--- src/rtl/ptw_pkg.sv ---
package ptw_pkg;
    localparam int VA_W       = 32;
    localparam int REG_W      = 2;
    localparam int OFS_W      = 9;
    localparam int VPN_W      = VA_W - REG_W - OFS_W;
    localparam int PFN_W      = 21;
    localparam int PA_W       = PFN_W + OFS_W;
    localparam int PTE_W      = 32;
    localparam int PTE_SHIFT  = 2;
    localparam int RSVD_W     = PTE_W - PFN_W - 1;

    localparam logic [REG_W-1:0] RGN_PROC = 2'b00;
    localparam logic [REG_W-1:0] RGN_SYS  = 2'b10;

    typedef enum logic [2:0] {
        ST_IDLE,
        ST_MAP_READ,
        ST_LEAF_READ,
        ST_DONE,
        ST_FAULT
    } walk_state_e;

    typedef enum logic [1:0] {
        FLT_NONE   = 2'd0,
        FLT_MAP    = 2'd1,
        FLT_LEAF   = 2'd2,
        FLT_REGION = 2'd3
    } fault_level_e;

    typedef struct packed {
        logic [REG_W-1:0] region;
        logic [VPN_W-1:0] vpn;
        logic [OFS_W-1:0] ofs;
    } vaddr_t;

    typedef struct packed {
        logic              valid;
        logic [RSVD_W-1:0] rsvd;
        logic [PFN_W-1:0]  pfn;
    } pte_t;

    function automatic logic [PA_W-1:0] make_pa(input logic [PFN_W-1:0] pfn,
                                                input logic [OFS_W-1:0] ofs);
        return {pfn, ofs};
    endfunction

    function automatic logic region_ok(input logic [REG_W-1:0] r);
        return (r == RGN_PROC) || (r == RGN_SYS);
    endfunction
endpackage

--- src/rtl/ptw_pte_index.sv ---
module ptw_pte_index #(
    parameter int BASE_W = 32,
    parameter int IDX_W  = 21,
    parameter int SHIFT  = 2
) (
    input  logic [BASE_W-1:0] base,
    input  logic [IDX_W-1:0]  idx,
    output logic [BASE_W-1:0] addr
);
    localparam int PAD_W = BASE_W - IDX_W - SHIFT;

    logic [BASE_W-1:0] byte_off;

    assign byte_off = {{PAD_W{1'b0}}, idx, {SHIFT{1'b0}}};
    assign addr     = base + byte_off;
endmodule

--- src/rtl/ptw_walk_fsm.sv ---
module ptw_walk_fsm
    import ptw_pkg::*;
(
    input  logic             clk,
    input  logic             rst,
    input  logic             req_valid,
    input  logic [REG_W-1:0] region,
    input  logic             resp_valid,
    input  logic             pte_valid,
    output walk_state_e      state
);
    walk_state_e state_d;

    always_comb begin
        state_d = state;
        case (state)
            ST_IDLE: begin
                if (req_valid) begin
                    if (region == RGN_PROC)      state_d = ST_MAP_READ;
                    else if (region == RGN_SYS)  state_d = ST_LEAF_READ;
                    else                         state_d = ST_FAULT;
                end
            end
            ST_MAP_READ: begin
                if (resp_valid) state_d = pte_valid ? ST_LEAF_READ : ST_FAULT;
            end
            ST_LEAF_READ: begin
                if (resp_valid) state_d = pte_valid ? ST_DONE : ST_FAULT;
            end
            default: state_d = ST_IDLE;
        endcase
    end

    always_ff @(posedge clk) begin
        if (rst) state <= ST_IDLE;
        else     state <= state_d;
    end
endmodule

--- src/rtl/ptw_walker.sv ---
module ptw_walker
    import ptw_pkg::*;
(
    input  logic             clk,
    input  logic             rst,
    input  logic             req_valid,
    input  logic [VA_W-1:0]  req_vaddr,
    output logic             req_ready,
    input  logic [VA_W-1:0]  proc_base,
    input  logic [PA_W-1:0]  sys_base,
    output logic             mem_req_valid,
    output logic [PA_W-1:0]  mem_req_addr,
    input  logic             mem_resp_valid,
    input  logic [PTE_W-1:0] mem_resp_data,
    output logic             done,
    output logic [PA_W-1:0]  pa_out,
    output logic             fault,
    output logic [1:0]       fault_level,
    output logic [VA_W-1:0]  fault_vaddr
);
    walk_state_e  state;
    vaddr_t       req_va;
    vaddr_t       pte_va;
    pte_t         resp_pte;
    logic [VA_W-1:0]  pte_va_raw;
    logic [VPN_W-1:0] sys_idx;
    logic [PA_W-1:0]  sys_pte_addr;

    vaddr_t           va_q;
    logic [OFS_W-1:0] pte_ofs_q;
    logic [PA_W-1:0]  rd_addr_q;
    logic [PA_W-1:0]  pa_q;
    fault_level_e     flt_q;

    logic unused_bits;

    assign req_va   = vaddr_t'(req_vaddr);
    assign resp_pte = pte_t'(mem_resp_data);
    assign pte_va   = vaddr_t'(pte_va_raw);
    assign unused_bits = ^{pte_va.region, resp_pte.rsvd};

    // Virtual address of the process entry (lives in system space).
    ptw_pte_index #(.BASE_W(VA_W), .IDX_W(VPN_W), .SHIFT(PTE_SHIFT)) u_proc_idx (
        .base (proc_base),
        .idx  (req_va.vpn),
        .addr (pte_va_raw)
    );

    // System table lookup: the request page itself, or the page holding the process entry.
    assign sys_idx = (req_va.region == RGN_SYS) ? req_va.vpn : pte_va.vpn;

    ptw_pte_index #(.BASE_W(PA_W), .IDX_W(VPN_W), .SHIFT(PTE_SHIFT)) u_sys_idx (
        .base (sys_base),
        .idx  (sys_idx),
        .addr (sys_pte_addr)
    );

    ptw_walk_fsm u_fsm (
        .clk        (clk),
        .rst        (rst),
        .req_valid  (req_valid),
        .region     (req_va.region),
        .resp_valid (mem_resp_valid),
        .pte_valid  (resp_pte.valid),
        .state      (state)
    );

    always_ff @(posedge clk) begin
        if (rst) begin
            va_q      <= '0;
            pte_ofs_q <= '0;
            rd_addr_q <= '0;
            pa_q      <= '0;
            flt_q     <= FLT_NONE;
        end else begin
            case (state)
                ST_IDLE: begin
                    if (req_valid) begin
                        va_q      <= req_va;
                        pte_ofs_q <= pte_va.ofs;
                        rd_addr_q <= sys_pte_addr;
                        pa_q      <= '0;
                        flt_q     <= region_ok(req_va.region) ? FLT_NONE : FLT_REGION;
                    end
                end
                ST_MAP_READ: begin
                    if (mem_resp_valid) begin
                        if (resp_pte.valid) rd_addr_q <= make_pa(resp_pte.pfn, pte_ofs_q);
                        else                flt_q     <= FLT_MAP;
                    end
                end
                ST_LEAF_READ: begin
                    if (mem_resp_valid) begin
                        if (resp_pte.valid) pa_q  <= make_pa(resp_pte.pfn, va_q.ofs);
                        else                flt_q <= FLT_LEAF;
                    end
                end
                default: ;
            endcase
        end
    end

    assign req_ready     = (state == ST_IDLE);
    assign mem_req_valid = (state == ST_MAP_READ) || (state == ST_LEAF_READ);
    assign mem_req_addr  = rd_addr_q;
    assign done          = (state == ST_DONE) || (state == ST_FAULT);
    assign fault         = (state == ST_FAULT);
    assign fault_level   = fault ? flt_q : FLT_NONE;
    assign pa_out        = pa_q;
    assign fault_vaddr   = va_q;
endmodule

--- config.mk ---
export PLATFORM = sky130hd
export DESIGN_NAME = ptw_walker
export DESIGN_NICKNAME = d
export VERILOG_FILES = /design/src/rtl/ptw_pkg.sv /design/src/rtl/ptw_pte_index.sv /design/src/rtl/ptw_walk_fsm.sv /design/src/rtl/ptw_walker.sv
export SDC_FILE = /design/constraint.sdc
export NUM_CORES = 1
export LEC_CHECK = 0
export ABC_AREA = 1
export BUFFER_PORTS_ARGS = -buffer_cell sky130_fd_sc_hd__buf_2
export CAP_MARGIN = 5
export CORE_MARGIN = 4
export CORE_UTILIZATION = 25
export CTS_BUF_LIST = sky130_fd_sc_hd__clkbuf_16
export CTS_CLUSTER_DIAMETER = 150
export DETAILED_ROUTE_END_ITERATION = 8
export PLACE_DENSITY = 0.46
export SYNTH_ARGS = -nofsm -noshare
export SYNTH_HDL_FRONTEND = slang
export SYNTH_SLANG_ARGS = --single-unit
--- constraint.sdc ---
create_clock -name clk -period 3.36 [get_ports clk]
set_input_delay 0 -clock clk [delete_from_list [all_inputs] [get_ports clk]]
set_output_delay 0 -clock clk [all_outputs]
set_load 0.01 [all_outputs]
Word level (Yosys, flattened, before mapping)
Index checks and enable logic that the tools add are counted.

cells by class
  reduce and logical (&&, ||, !) cells = 13
  multiplexer cells = 25
  equal/unequal tests = 12
  add/subtract/negate cells = 2

operator list
  cell                                                             count
  30-bit two-way mux                                               6
  30-bit one-hot mux with 2 select lines                           2
  30-bit by 23-bit adder with 30-bit output                        2
  21-bit two-way mux                                               1
  3-bit two-way mux                                                7
  2-bit two-way mux                                                7
  2-bit inequality test, second input constant                     7
  3-bit one-hot mux with 3 select lines                            1
  4-bit AND reduction                                              2
  3-bit by 2-bit == test with 1-bit output, second input constant  2
  2-bit one-hot mux with 3 select lines                            1
  6-bit AND reduction                                              1
  2-bit nonzero test                                               2
  3-bit by 1-bit == test with 1-bit output, second input constant  1
  3-bit == test, second input constant                             1
  3-bit logical NOT                                                1
  1-bit logical OR                                                 3
  3-bit AND reduction                                              1
  3-bit nonzero test                                               1
  2-bit == test, second input constant                             1
  2-bit logical NOT                                                1
  2-bit AND reduction                                              1

word-level totals
  word-level logic and storage cells = 60
  register bits after elaboration = 106
  output and inout port bits = 98

Logic depth before layout (Yosys ltp)
Gate-level depths: netlist (run 1).

  depth after elaboration = 5
  gate-level depth with buffers = 26
  depth with buffers taken out = 26

By module
From an unflattened synthesis (run 1), not the netlist that was laid out.

second synthesis, totals
  cells, all modules = 1478
  area total of the unflattened synthesis = 8714.6 µm²

by module, submodules not included
  module                      area an instance (µm²)  seq. area each (µm²)  instances  cells an instance
  ptw_walker                  4611.9                  2062.0                1          668
  ptw_pte_index (u_proc_idx)  2000.7                  0.0                   1          408
  ptw_pte_index (u_sys_idx)   1863.0                  0.0                   1          364
  ptw_walk_fsm                239.0                   60.1                  1          38

Least setup slack after synthesis (run 1)
No wires, ideal clock.

  path type = input port to flip-flop
  start = input req_vaddr[9]
  end = register rd_addr_q[26] (netlist: mem_req_addr[26])
  stages = 22
  buffers on the path = 0
  setup slack = 0.582 ns
  setup time = 0.132 ns
  arrival = 2.645 ns
  cell sequence = ha_1 > inv_1 > fa_1 > o21ai_2 > nand2_1 > nand2_1 > a21oi_1 > or2_2 > nand3_1 > o21ai_0 > inv_1 > ha_1 > nand2_1 > nand3_1 > a21oi_1 > inv_1 > nand2_1 > nand3_1 > nand2_1 > nand3_1 > nand2_1 > a21oi_1

on the way
  word-level cells in the longest chain between the ends = 5

RTL lines
  item                                           line                 source
  start: declaration                             ptw_walker.sv:7      input logic [VA_W-1:0] req_vaddr,
  30-bit by 23-bit adder with 30-bit output      ptw_pte_index.sv:15  assign addr = base + byte_off;
  21-bit two-way mux (*)                         ptw_walker.sv:50     assign sys_idx = (req_va.region == RGN_SYS) ? req_va.vpn : pte_va.vpn;
  30-bit by 23-bit adder with 30-bit output (*)  ptw_pte_index.sv:15
  30-bit two-way mux (*)                         ptw_walker.sv:78     if (req_valid) begin
  30-bit one-hot mux with 2 select lines (*)     ptw_walker.sv:76     case (state)
  end signal: assignment                         ptw_walker.sv:81     rd_addr_q <= sys_pte_addr;
  end signal: assignment                         ptw_walker.sv:88     if (resp_pte.valid) rd_addr_q <= make_pa(resp_pte.pfn, pte_ofs_q);
  end: declaration                               ptw_walker.sv:31     logic [PA_W-1:0] rd_addr_q;

Mark *: on every way between the ends. The rest lies on a longest branch, timed or not. The select of a mux whose other input is x is not followed.
A chain may end at the register's enable or synchronous reset.

Final worst setup path (run 1)
  start = input req_vaddr[9]
  end = register rd_addr_q[27] (netlist: mem_req_addr[27])

Same word-level chain as after synthesis.

==> reports/metrics.cfg, run 1 <==
[timing]
fin_crit_ns = 2.92
slew_headroom = 0.418
setup_tns_ns = 0
setup_viol = 0
fin_crit_sh = 0.870
skew_ns = 0.00809
fmax_mhz = 342
worstMarginPinSlew_ns = 0.873
hold_violations = 0
slew_viol_final = 0
rsz0062_at_grt = no

[synthesis]
syn-instance-count = 1258
synth_edf_count = 0
ys_types = 37
async_flop_share = 0
synth-seq-cells = 106
avgSynthCellArea_um2 = 6.09
syn_nets = 1433
ys.flop_type = dfxtp_1
ys_warn_count = 0
seq_area_frac_synth = 0.277
syn-cell-area_um2 = 7660

[critical_path]
crit_type = input pin to flip-flop
reg2regPathDepth = 8
crit_path_end_kind = flip-flop
worstPathArrival_ns = 3.14
path_common_cell = nand2_1
reg2reg_to = mem_req_addr[29]$_SDFFE_PP0P_
ff2ff_setup_slack_ns = 1.14
worst_path_max_delay_cell = fa_1
required_ns = 3.58
rr_startpoint = u_fsm.state[0]$_SDFFE_PP0P_
start_kind = input pin
worstPathCellList = buf_2 -> ha_1 -> inv_1 -> fa_1 -> o21ai_2 -> nand2_1 -> nand2_1 -> nand4_1 -> nand4_1 -> nand2_1 -> a21oi_1 -> ha_1 -> nand2_1 -> inv_1 -> a21oi_1 -> nand2_1 -> a21oi_2 -> nand2_1 -> nand2_1 -> nand3_1 -> nand2_1 -> a21oi_1
crit_path_max_incr_delay_ns = 0.41
worstPathMaxFanout = 4

[flow_run]
maxCapViolCount = 0

[hold_path]
hold_depth = 4
holdPathEnd = u_fsm.state[0]$_SDFFE_PP0P_
min-delay-start = mem_resp_valid
hold_class = input pin to flip-flop

[floorplanning]
die_h_um = 183
row_count = 63
chipWidth_um = 183
die-area_um2 = 33500
pin_count = 228
core_um2 = 30000
start_util = 0.256

[power]
p_leak_nw = 5.18
finalPower_mw = 5.73
seq_power_share = 0.295
p_sw_mw = 2.61
peakVddDrop_mv = 0.277
p_int_mw = 3.12
pwr-share-comb = 0.511
clkPwrFrac = 0.194
swShare = 0.455
p_per_area_nw_per_um2 = 555

[place]
gp_congestion = 0.870
post_dp_cell_area_um2 = 9240
dp_hpwl_mm = 23.7
port-buffer-count = 215
placed_cells = 1842

[cells_and_area]
fill_cells = 3385
final_common_cell = nand2_1
final_nets = 1691
area_growth_pct = 34.6
drive_gt1_frac = 0.212
layoutNonFillerInstCount = 1912
final_cell_area_um2 = 10300
most-common-layout-cells = 329 x nand2_1, 214 x buf_2, 161 x a21oi_1

[grt]
grt_first_pass_wirelength_mm = 47.8
grt_max_degree = 77
track_usage = 0.178
antenna_found_initial = 2
gr-total-overflow = 0
grt_pass1_vias = 8882

[cts]
clk_latency_ns = 0.36
cts_buffer_depth = 2
cts.clk_slew.worst_paths_ns = 0.07
cts_tree = done
cts_sinks = 106
root_buffer = clkbuf_16
htree_levels = 3
cts_buffers = 9

[route]
drc = 0
drt_iter0_drc = 408
first_pass_iters = 5
vias = 8907
routed_via_density = 4.66
wl_per_cell_um = 16.0
wl_mm = 30.6
ant_nets = 0

[status]
status = completed

-- cell usage after synthesis (11+ instances only) --
cell      instances  area [µm²]
inv_1           139         522
nand3_1         153         766
clkbuf_1         32         120
nand4_1          13        81.3
o21ai_0          40         200
xor2_1           17         149
dfxtp_1         106        2120
buf_2            13        65.1
ha_1             43         538
nand2_1         336        1260
a21oi_1         175         876
nor3_1           11        55.1
nor2_1          113         424
-- critical path: cells and delay by family --
family,cells,cell delay [ns]
fa+ha+maj,3,0.91
simple gates,11,1.12
buf+inv,3,0.21
compound gates,5,0.89
-- routing by layer --
| layer | vias to the layer above | routed length, µm | track usage |
|---|---|---|---|
| met5 | - | 13 | 0 |
| met4 | 2 | 550 | 0.0390 |
| met3 | 22 | 1510 | 0.0349 |
| met2 | 215 | 14300 | 0.299 |
| met1 | 4053 | 14200 | 0.238 |
| li1 | 4615 | - | - |
-- cell families (layout without fill, tap and decap cells) --
logic type | count (synthesis) | in the layout | share of synthesized area
adders and majority gates | 45 | 45 | 0.0755
buffers and inverters | 197 | 460 | 0.101
AOI/OAI and AO/OA | 237 | 237 | 0.160
xor gates and xnor gates | 24 | 24 | 0.0274
DFF | 106 | 106 | 0.277
and+or+nand+nor | 649 | 649 | 0.359
other | 0 | 1 | 0
-- sequential cells by signal, indices dropped and copies added, names as in the netlist --
signal,flops
u_fsm.state,3
mem_req_addr,30
flt_q,2
pte_ofs_q,9
pa_out,30
fault_vaddr,32
-- power groups by stage --
stage / registers (mW) / clock network (mW) / logic, mW
5_1_grt: 1.73 / 1.20 / 3.30
4_1_cts: 1.69 / 1.16 / 2.90
3_3_place_gp: 1.71 / 0 / 2.84
2_1_floorplan: 1.81 / 0 / 1.71
3_5_place_dp: 1.72 / 0 / 2.84
6_report: 1.69 / 1.11 / 2.92
-- through the flow --
stage          utilization  hold WS (ns)  setup slack, ns
6_report             0.344        0.0223            0.437
5_1_grt              0.344        0.0334           0.0131
4_1_cts              0.336      0.000236           0.0341
3_5_place_dp         0.309         0.278           0.0306
3_3_place_gp         0.309         0.277           0.0148
2_1_floorplan            -         0.160            0.582
-- area by class of cell --
type	instances	area, µm²	share of cell area
clock buffers	9	225	0.0218
repair buffers	299	1850	0.180
flip-flops and latches	106	2120	0.206
clock inverters	7	70.1	0.00679
diodes	1	2.50	0.000243
well taps	390	488	0.0473
multi-input cells	955	5010	0.486
inverters	145	544	0.0528
-- worst max-delay path by stage --
| stage | startpoint | end | slack (ns) |
|---|---|---|---|
| CTS | req_vaddr[16] | mem_req_addr[22]$_SDFFE_PP0P_ | 0.03 |
| global route | req_vaddr[9] | mem_req_addr[29]$_SDFFE_PP0P_ | 0.01 |
| detailed placement | req_vaddr[9] | mem_req_addr[21]$_SDFFE_PP0P_ | 0.03 |
| global placement | req_vaddr[9] | mem_req_addr[27]$_SDFFE_PP0P_ | 0.01 |
| floorplan | req_vaddr[9] | mem_req_addr[26]$_SDFFE_PP0P_ | 0.58 |
| finish | req_vaddr[9] | mem_req_addr[27]$_SDFFE_PP0P_ | 0.44 |
-- timing repair --
action / 4_1_cts / 5_1_grt
setup buffers: 0 / 3
hold endpoints to repair: 60 / 0
gates resized for setup: 0 / 59
endpoints found under the setup margin: 0 / 21
hold buffers: 51 / 0
(Power assumes the default switching activity.)
==> run 2, diff against run 1 <==
--- a/config.mk
+++ b/config.mk
@@ -10,10 +10,11 @@
 export CAP_MARGIN = 5
 export CORE_MARGIN = 4
 export CORE_UTILIZATION = 25
-export CTS_BUF_LIST = sky130_fd_sc_hd__clkbuf_16
+export CTS_BUF_LIST = sky130_fd_sc_hd__clkbuf_4 sky130_fd_sc_hd__clkbuf_8 sky130_fd_sc_hd__clkbuf_16
 export CTS_CLUSTER_DIAMETER = 150
 export DETAILED_ROUTE_END_ITERATION = 8
 export PLACE_DENSITY = 0.46
+export SLEW_MARGIN = 30
 export SYNTH_ARGS = -nofsm -noshare
 export SYNTH_HDL_FRONTEND = slang
 export SYNTH_SLANG_ARGS = --single-unit
==> reports/metrics.cfg, run 2 (synthesis gave the netlist of run 1 again) <==
[status]
status = completed

[grt]
gr-total-overflow = 0
antenna_found_initial = 2
grt_max_degree = 77
track_usage = 0.178
grt_pass1_vias = 8882
grt_first_pass_wirelength_mm = 47.8

[cells_and_area]
fill_cells = 3382
layoutNonFillerInstCount = 1912
area_growth_pct = 34.8
final_cell_area_um2 = 10300
fin_util = 0.345
most-common-layout-cells = 329 x nand2_1, 214 x buf_2, 161 x a21oi_1
final_common_cell = nand2_1
drive_gt1_frac = 0.213
largest_reg_flops = 32
final_nets = 1691

[cts]
cts_sinks = 106
root_buffer = clkbuf_16
clk_latency_ns = 0.36
cts_tree = done
cts.clk_slew.worst_paths_ns = 0.07
htree_levels = 3
cts_buffer_depth = 2
cts_buffers = 9

[power]
p_per_area_nw_per_um2 = 558
finalPower_mw = 5.76
p_leak_nw = 5.18
peakVddDrop_mv = 0.277

[route]
vias = 8915
wl_mm = 30.6
first_pass_iters = 5
ant_nets = 0
wl_per_cell_um = 16.0
drc = 0
routed_via_density = 4.66
drt_iter0_drc = 390

[place]
placed_cells = 1842
post_dp_cell_area_um2 = 9240
dp_hpwl_mm = 23.7
port-buffer-count = 215
gp_congestion = 0.870

[timing]
setup_tns_ns = 0
slew_headroom = 0.420
slew_viol_final = 0
fin_crit_ns = 2.92
worstMarginPinSlew_ns = 0.871
hold_violations = 0
skew_ns = 0.00844
rsz0062_at_grt = no
fin_crit_sh = 0.870
fmax_mhz = 342
setup_viol = 0

[critical_path]
required_ns = 3.58
worstPathArrival_ns = 3.14
path_depth = 22
worstPathMaxFanout = 4
worst_path_max_delay_cell = fa_1
start_kind = input pin
crit_buf_inv = 3
reg2regPathDepth = 8
ff2ff_setup_slack_ns = 1.14
rr_startpoint = u_fsm.state[0]$_SDFFE_PP0P_
cp_top_family = simple AND/OR/NAND/NOR gates
crit_type = input pin to flip-flop
worstPathCellList = buf_2 -> ha_1 -> inv_1 -> fa_1 -> o21ai_2 -> nand2_1 -> nand2_1 -> nand4_1 -> nand4_1 -> nand2_1 -> a21oi_1 -> ha_1 -> nand2_1 -> inv_1 -> a21oi_1 -> nand2_1 -> a21oi_2 -> nand2_1 -> nand2_1 -> nand3_1 -> nand2_1 -> a21oi_1
crit_path_max_incr_delay_ns = 0.41
path_common_cell = nand2_1
crit_path_end_kind = flip-flop
reg2reg_to = mem_req_addr[29]$_SDFFE_PP0P_

[floorplanning]
pin_count = 228
row_count = 63
die_h_um = 183
die-area_um2 = 33500
chipWidth_um = 183
start_util = 0.256
core_um2 = 30000

[hold_path]
hold_depth = 4
min-delay-start = mem_resp_valid
holdPathEnd = u_fsm.state[0]$_SDFFE_PP0P_
hold_class = input pin to flip-flop

[flow_run]
maxCapViolCount = 0

-- run 2: cell types whose count changed in the layout (fill, tap and decap cells not counted), sizes merged --
cell    change
inv         -1
clkbuf      +2
clkinv      -1
-- run 2: what timing repair did --
| action | in CTS | in global routing |
|---|---|---|
| buffers inserted | 0 | 3 |
| endpoints found under the setup margin | 0 | 21 |
| resized for setup | 0 | 59 |
| hold buffers | 51 | 0 |
| hold endpoints to repair | 60 | 0 |
-- run 2: per-layer routing --
layer | GRT usage | part of all wire | vias to the layer above
met5 | 0 | 0.00042 | -
met4 | 0.0390 | 0.018 | 2
met3 | 0.0349 | 0.051 | 22
met2 | 0.299 | 0.47 | 220
met1 | 0.238 | 0.46 | 4056
li1 | - | - | 4615
-- run 2: worst max path at each step --
stage	startpoint	end
2_1_floorplan	req_vaddr[9]	mem_req_addr[26]$_SDFFE_PP0P_
3_3_place_gp	req_vaddr[9]	mem_req_addr[27]$_SDFFE_PP0P_
3_5_place_dp	req_vaddr[9]	mem_req_addr[21]$_SDFFE_PP0P_
4_1_cts	req_vaddr[16]	mem_req_addr[22]$_SDFFE_PP0P_
5_1_grt	req_vaddr[9]	mem_req_addr[29]$_SDFFE_PP0P_
6_report	req_vaddr[9]	mem_req_addr[27]$_SDFFE_PP0P_
-- run 2: worst register-to-register path, cell delays in order, from the launching register on --
cell	delay [ns]
dfxtp_1	0.37
nor2_2	0.18
nand2_2	0.11
nand4_1	0.12
nand2_2	0.28
inv_2	0.60
nor2_1	0.23
nand2_1	0.13
a21oi_1	0.07
-- run 2: per-stage QoR --
stage	hold WS (ns)	setup WS (ns)
after floorplan	0.160	0.582
after global placement	0.277	0.0148
after detailed placement	0.278	0.0306
after CTS	0.000236	0.0341
after global routing	0.0334	0.0131
final	0.0207	0.438
-- run 2: power by group --
| part | total, mW | switching (mW) | internal (mW) | leakage (nW) |
|---|---|---|---|---|
| Clock | 1.15 | 0.534 | 0.614 | 0.151 |
| Combinational | 2.93 | 1.92 | 1.00 | 4.17 |
| Sequential | 1.69 | 0.154 | 1.54 | 0.868 |
| Total | 5.76 | 2.61 | 3.15 | 5.18 |
-- run 2: cell type report --
type | count | area, µm² | share of cell area
repair buffers | 299 | 1850 | 0.179
multi-input cells | 955 | 5010 | 0.485
clock inverters | 5 | 62.6 | 0.00606
inverters | 145 | 544 | 0.0527
flip-flops and latches | 106 | 2120 | 0.206
diodes | 1 | 2.50 | 0.000242
clock buffers | 11 | 246 | 0.0239
well taps | 390 | 488 | 0.0473
==> run 3, diff against run 2 <==
--- a/config.mk
+++ b/config.mk
@@ -5,7 +5,6 @@
 export SDC_FILE = /design/constraint.sdc
 export NUM_CORES = 1
 export LEC_CHECK = 0
-export ABC_AREA = 1
 export BUFFER_PORTS_ARGS = -buffer_cell sky130_fd_sc_hd__buf_2
 export CAP_MARGIN = 5
 export CORE_MARGIN = 4
@@ -13,7 +12,7 @@
 export CTS_BUF_LIST = sky130_fd_sc_hd__clkbuf_4 sky130_fd_sc_hd__clkbuf_8 sky130_fd_sc_hd__clkbuf_16
 export CTS_CLUSTER_DIAMETER = 150
 export DETAILED_ROUTE_END_ITERATION = 8
-export PLACE_DENSITY = 0.46
+export PLACE_DENSITY = 0.47
 export SLEW_MARGIN = 30
 export SYNTH_ARGS = -nofsm -noshare
 export SYNTH_HDL_FRONTEND = slang
==> reports/metrics.cfg, run 3 <==
[route]
drc = 0
wl_per_cell_um = 16.6
first_pass_iters = 5
drt_iter0_drc = 361
vias = 7718
wl_mm = 26.8
routed_via_density = 4.78
ant_nets = 0

[place]
gp_congestion = 0.847
port-buffer-count = 215
dp_hpwl_mm = 20.3
post_dp_cell_area_um2 = 9150

[timing]
slew_headroom = 0.481
fmax_mhz = 278
fin_crit_ns = 3.59
slew_viol_final = 0
skew_ns = 0.0121
worstMarginPinSlew_ns = 0.777
fin_ws_ns = -0.233
worst_hold_slack_ns = 0.0135
fin_crit_sh = 1.07
setup_viol = 18
hold_violations = 0
rsz0062_at_grt = yes

[cells_and_area]
final_cell_area_um2 = 10400
drive_gt1_frac = 0.377
diodes = 0
fin_util = 0.401
final_nets = 1450
multi_input_area_um2 = 4690
largest_reg_flops = 32
area_growth_pct = 57.3
regArea_um2 = 2120
most-common-layout-cells = 212 x buf_2, 171 x nand2_1, 165 x buf_4
final_common_cell = buf_2
fill_cells = 2715

[grt]
antenna_found_initial = 3
grt_pass1_vias = 7589
gr-total-overflow = 0
grt_max_degree = 84
track_usage = 0.177
grt_first_pass_wirelength_mm = 41.2

[synthesis]
syn-cell-area_um2 = 6640
synth_edf_count = 0
synth.top_cell.area_share = 0.320
ys_types = 62
avgSynthCellArea_um2 = 7.46
yosysMostFrequentCell = nand2_1
yosys.area.top_type = dfxtp_1
ys_warn_count = 0
seq_area_frac_synth = 0.320
synthTopCellsByArea = dfxtp_1 32%, nand2_1 10%, ha_1 8.1%, a21oi_1 7.2%, nor2_1 5.0%
yosys-top-cells-count = 176 x nand2_1, 106 x dfxtp_1, 96 x a21oi_1
ys.flop_type = dfxtp_1
syn_nets = 1065
synth-seq-cells = 106
syn-instance-count = 890
async_flop_share = 0

[cts]
clk_latency_ns = 0.36
cts_tree = done
cts_buffers = 9
cts.clk_slew.worst_paths_ns = 0.08
cts_sinks = 106
cts_buffer_depth = 2
htree_levels = 3
root_buffer = clkbuf_16

[critical_path]
ff2ff_setup_slack_ns = 0.81
required_ns = 3.63
reg2reg_to = u_fsm.state[2]$_SDFFE_PP0P_
path_depth = 22
critPathCapture = mem_req_addr[23]$_SDFFE_PP0P_
crit_path_end_kind = flip-flop
worst_path_max_delay_cell = ha_2
cp_top_family = compound AO/OA/AOI/OAI gates
crit_buf_inv = 3
crit_type = input pin to flip-flop
rr_startpoint = u_fsm.state[2]$_SDFFE_PP0P_
crit_path_max_incr_delay_ns = 0.36
startpoint = req_vaddr[9]
worstPathCellList = buf_8 -> ha_4 -> inv_2 -> fa_2 -> nor2b_2 -> o31a_1 -> o41ai_2 -> buf_4 -> nand2_4 -> a221o_1 -> a21oi_2 -> xor2_1 -> o21ai_1 -> ha_2 -> nand2_4 -> or3_4 -> or2_1 -> o22ai_2 -> or3_4 -> a41oi_4 -> xor2_1 -> a211oi_1
worstPathArrival_ns = 3.87
start_kind = input pin
worstPathMaxFanout = 3
reg2regPathDepth = 6

[floorplanning]
chipWidth_um = 171
pin_count = 228
die_h_um = 171
die-area_um2 = 29200
core_um2 = 26100
row_count = 59
start_util = 0.255

[flow_run]
maxCapViolCount = 0

[power]
p_per_area_nw_per_um2 = 436
p_leak_nw = 4.74
peakVddDrop_mv = 0.209
finalPower_mw = 4.55

[hold_path]
hold_class = input pin to flip-flop

[status]
violations = negative setup slack
status = complete, but fails checks

run 3: changes by cell type after synthesis, sizes merged, moves of 14 or more:
cell / change
a21oi: -78
a22oi: +32
clkbuf: +14
inv: -131
nand2: -164
nand3: -133
nor2: -26
xnor2: +18
run 3: how the worst min path moves through the flow:
stage               cells past startpoint     startpoint                            to
floorplan                               2   proc_base[0]     pte_ofs_q[0]$_SDFFE_PP0P_
global placement                        3   req_vaddr[1]   fault_vaddr[1]$_SDFFE_PP0P_
detailed placement                      3   req_vaddr[1]   fault_vaddr[1]$_SDFFE_PP0P_
CTS                                     3      req_valid   u_fsm.state[1]$_SDFFE_PP0P_
global route                            4  req_vaddr[17]  fault_vaddr[17]$_SDFFE_PP0P_
finish                                  4  req_vaddr[17]  fault_vaddr[17]$_SDFFE_PP0P_
run 3: per-stage QoR:
step                instances  worst slack [ns]  setup TNS, ns
finish                   1615            -0.233          -2.34
global route             1615            -0.424          -6.23
CTS                      1609            -0.215          -2.12
detailed placement       1535            -0.784         -12.84
global placement         1535            -0.728         -11.83
floorplan                 890            -0.293          -1.52
run 3: what timing repair did:
item / CTS / global route
endpoints found under the hold margin: 50 / 0
hold buffers: 43 / 0
gates resized for setup: 46 / 37
setup endpoints to repair: 19 / 22
setup buffers: 15 / 7
pin swaps: 46 / 29
run 3: power by group:
part	total (mW)	internal [mW]	switching, mW	leakage, nW
sequential	1.42	1.36	0.0592	0.868
combinational	2.03	0.958	1.07	3.73
clock	1.10	0.531	0.566	0.141
total	4.55	2.85	1.70	4.74
run 3: area by class of cell:
class	count	share of cell area
sequential	106	0.203
multi-input combinational	713	0.449
inverter	14	0.00503
clock buffer	10	0.0223
tap	335	0.0401
timing repair buffer	431	0.275
clock inverter	6	0.00539
run 3: per-layer routing:
metal / up-vias / wire [µm] / track usage / share of wire
met3: 18 / 1430 / 0.0363 / 0.053
met2: 186 / 12100 / 0.286 / 0.45
met4: 6 / 237 / 0.0272 / 0.0088
met1: 3586 / 13000 / 0.249 / 0.49
li1: 3922 / - / - / -
met5: - / 29 / 0 / 0.0011
run 3: worst register-to-register path, stage by stage, from the launching register on:
cell	delay, ns
dfxtp_1	0.42
nor2_1	0.24
nand2_1	0.51
a21oi_1	0.29
a21oi_1	0.06
a2111oi_0	0.38
dlygate4sd3_1	0.60
run 3: logic make-up (layout without fill, tap and decap cells):
family | count (synthesis) | in the layout | share of synthesized area
and+or+nand+nor | 340 | 340 | 0.217
AOI/OAI and AO/OA | 277 | 277 | 0.265
DFF | 106 | 106 | 0.320
buffers and inverters | 71 | 461 | 0.0424
xor gates and xnor gates | 46 | 46 | 0.0607
adders and majority gates | 45 | 45 | 0.0871
muxes | 5 | 5 | 0.00811
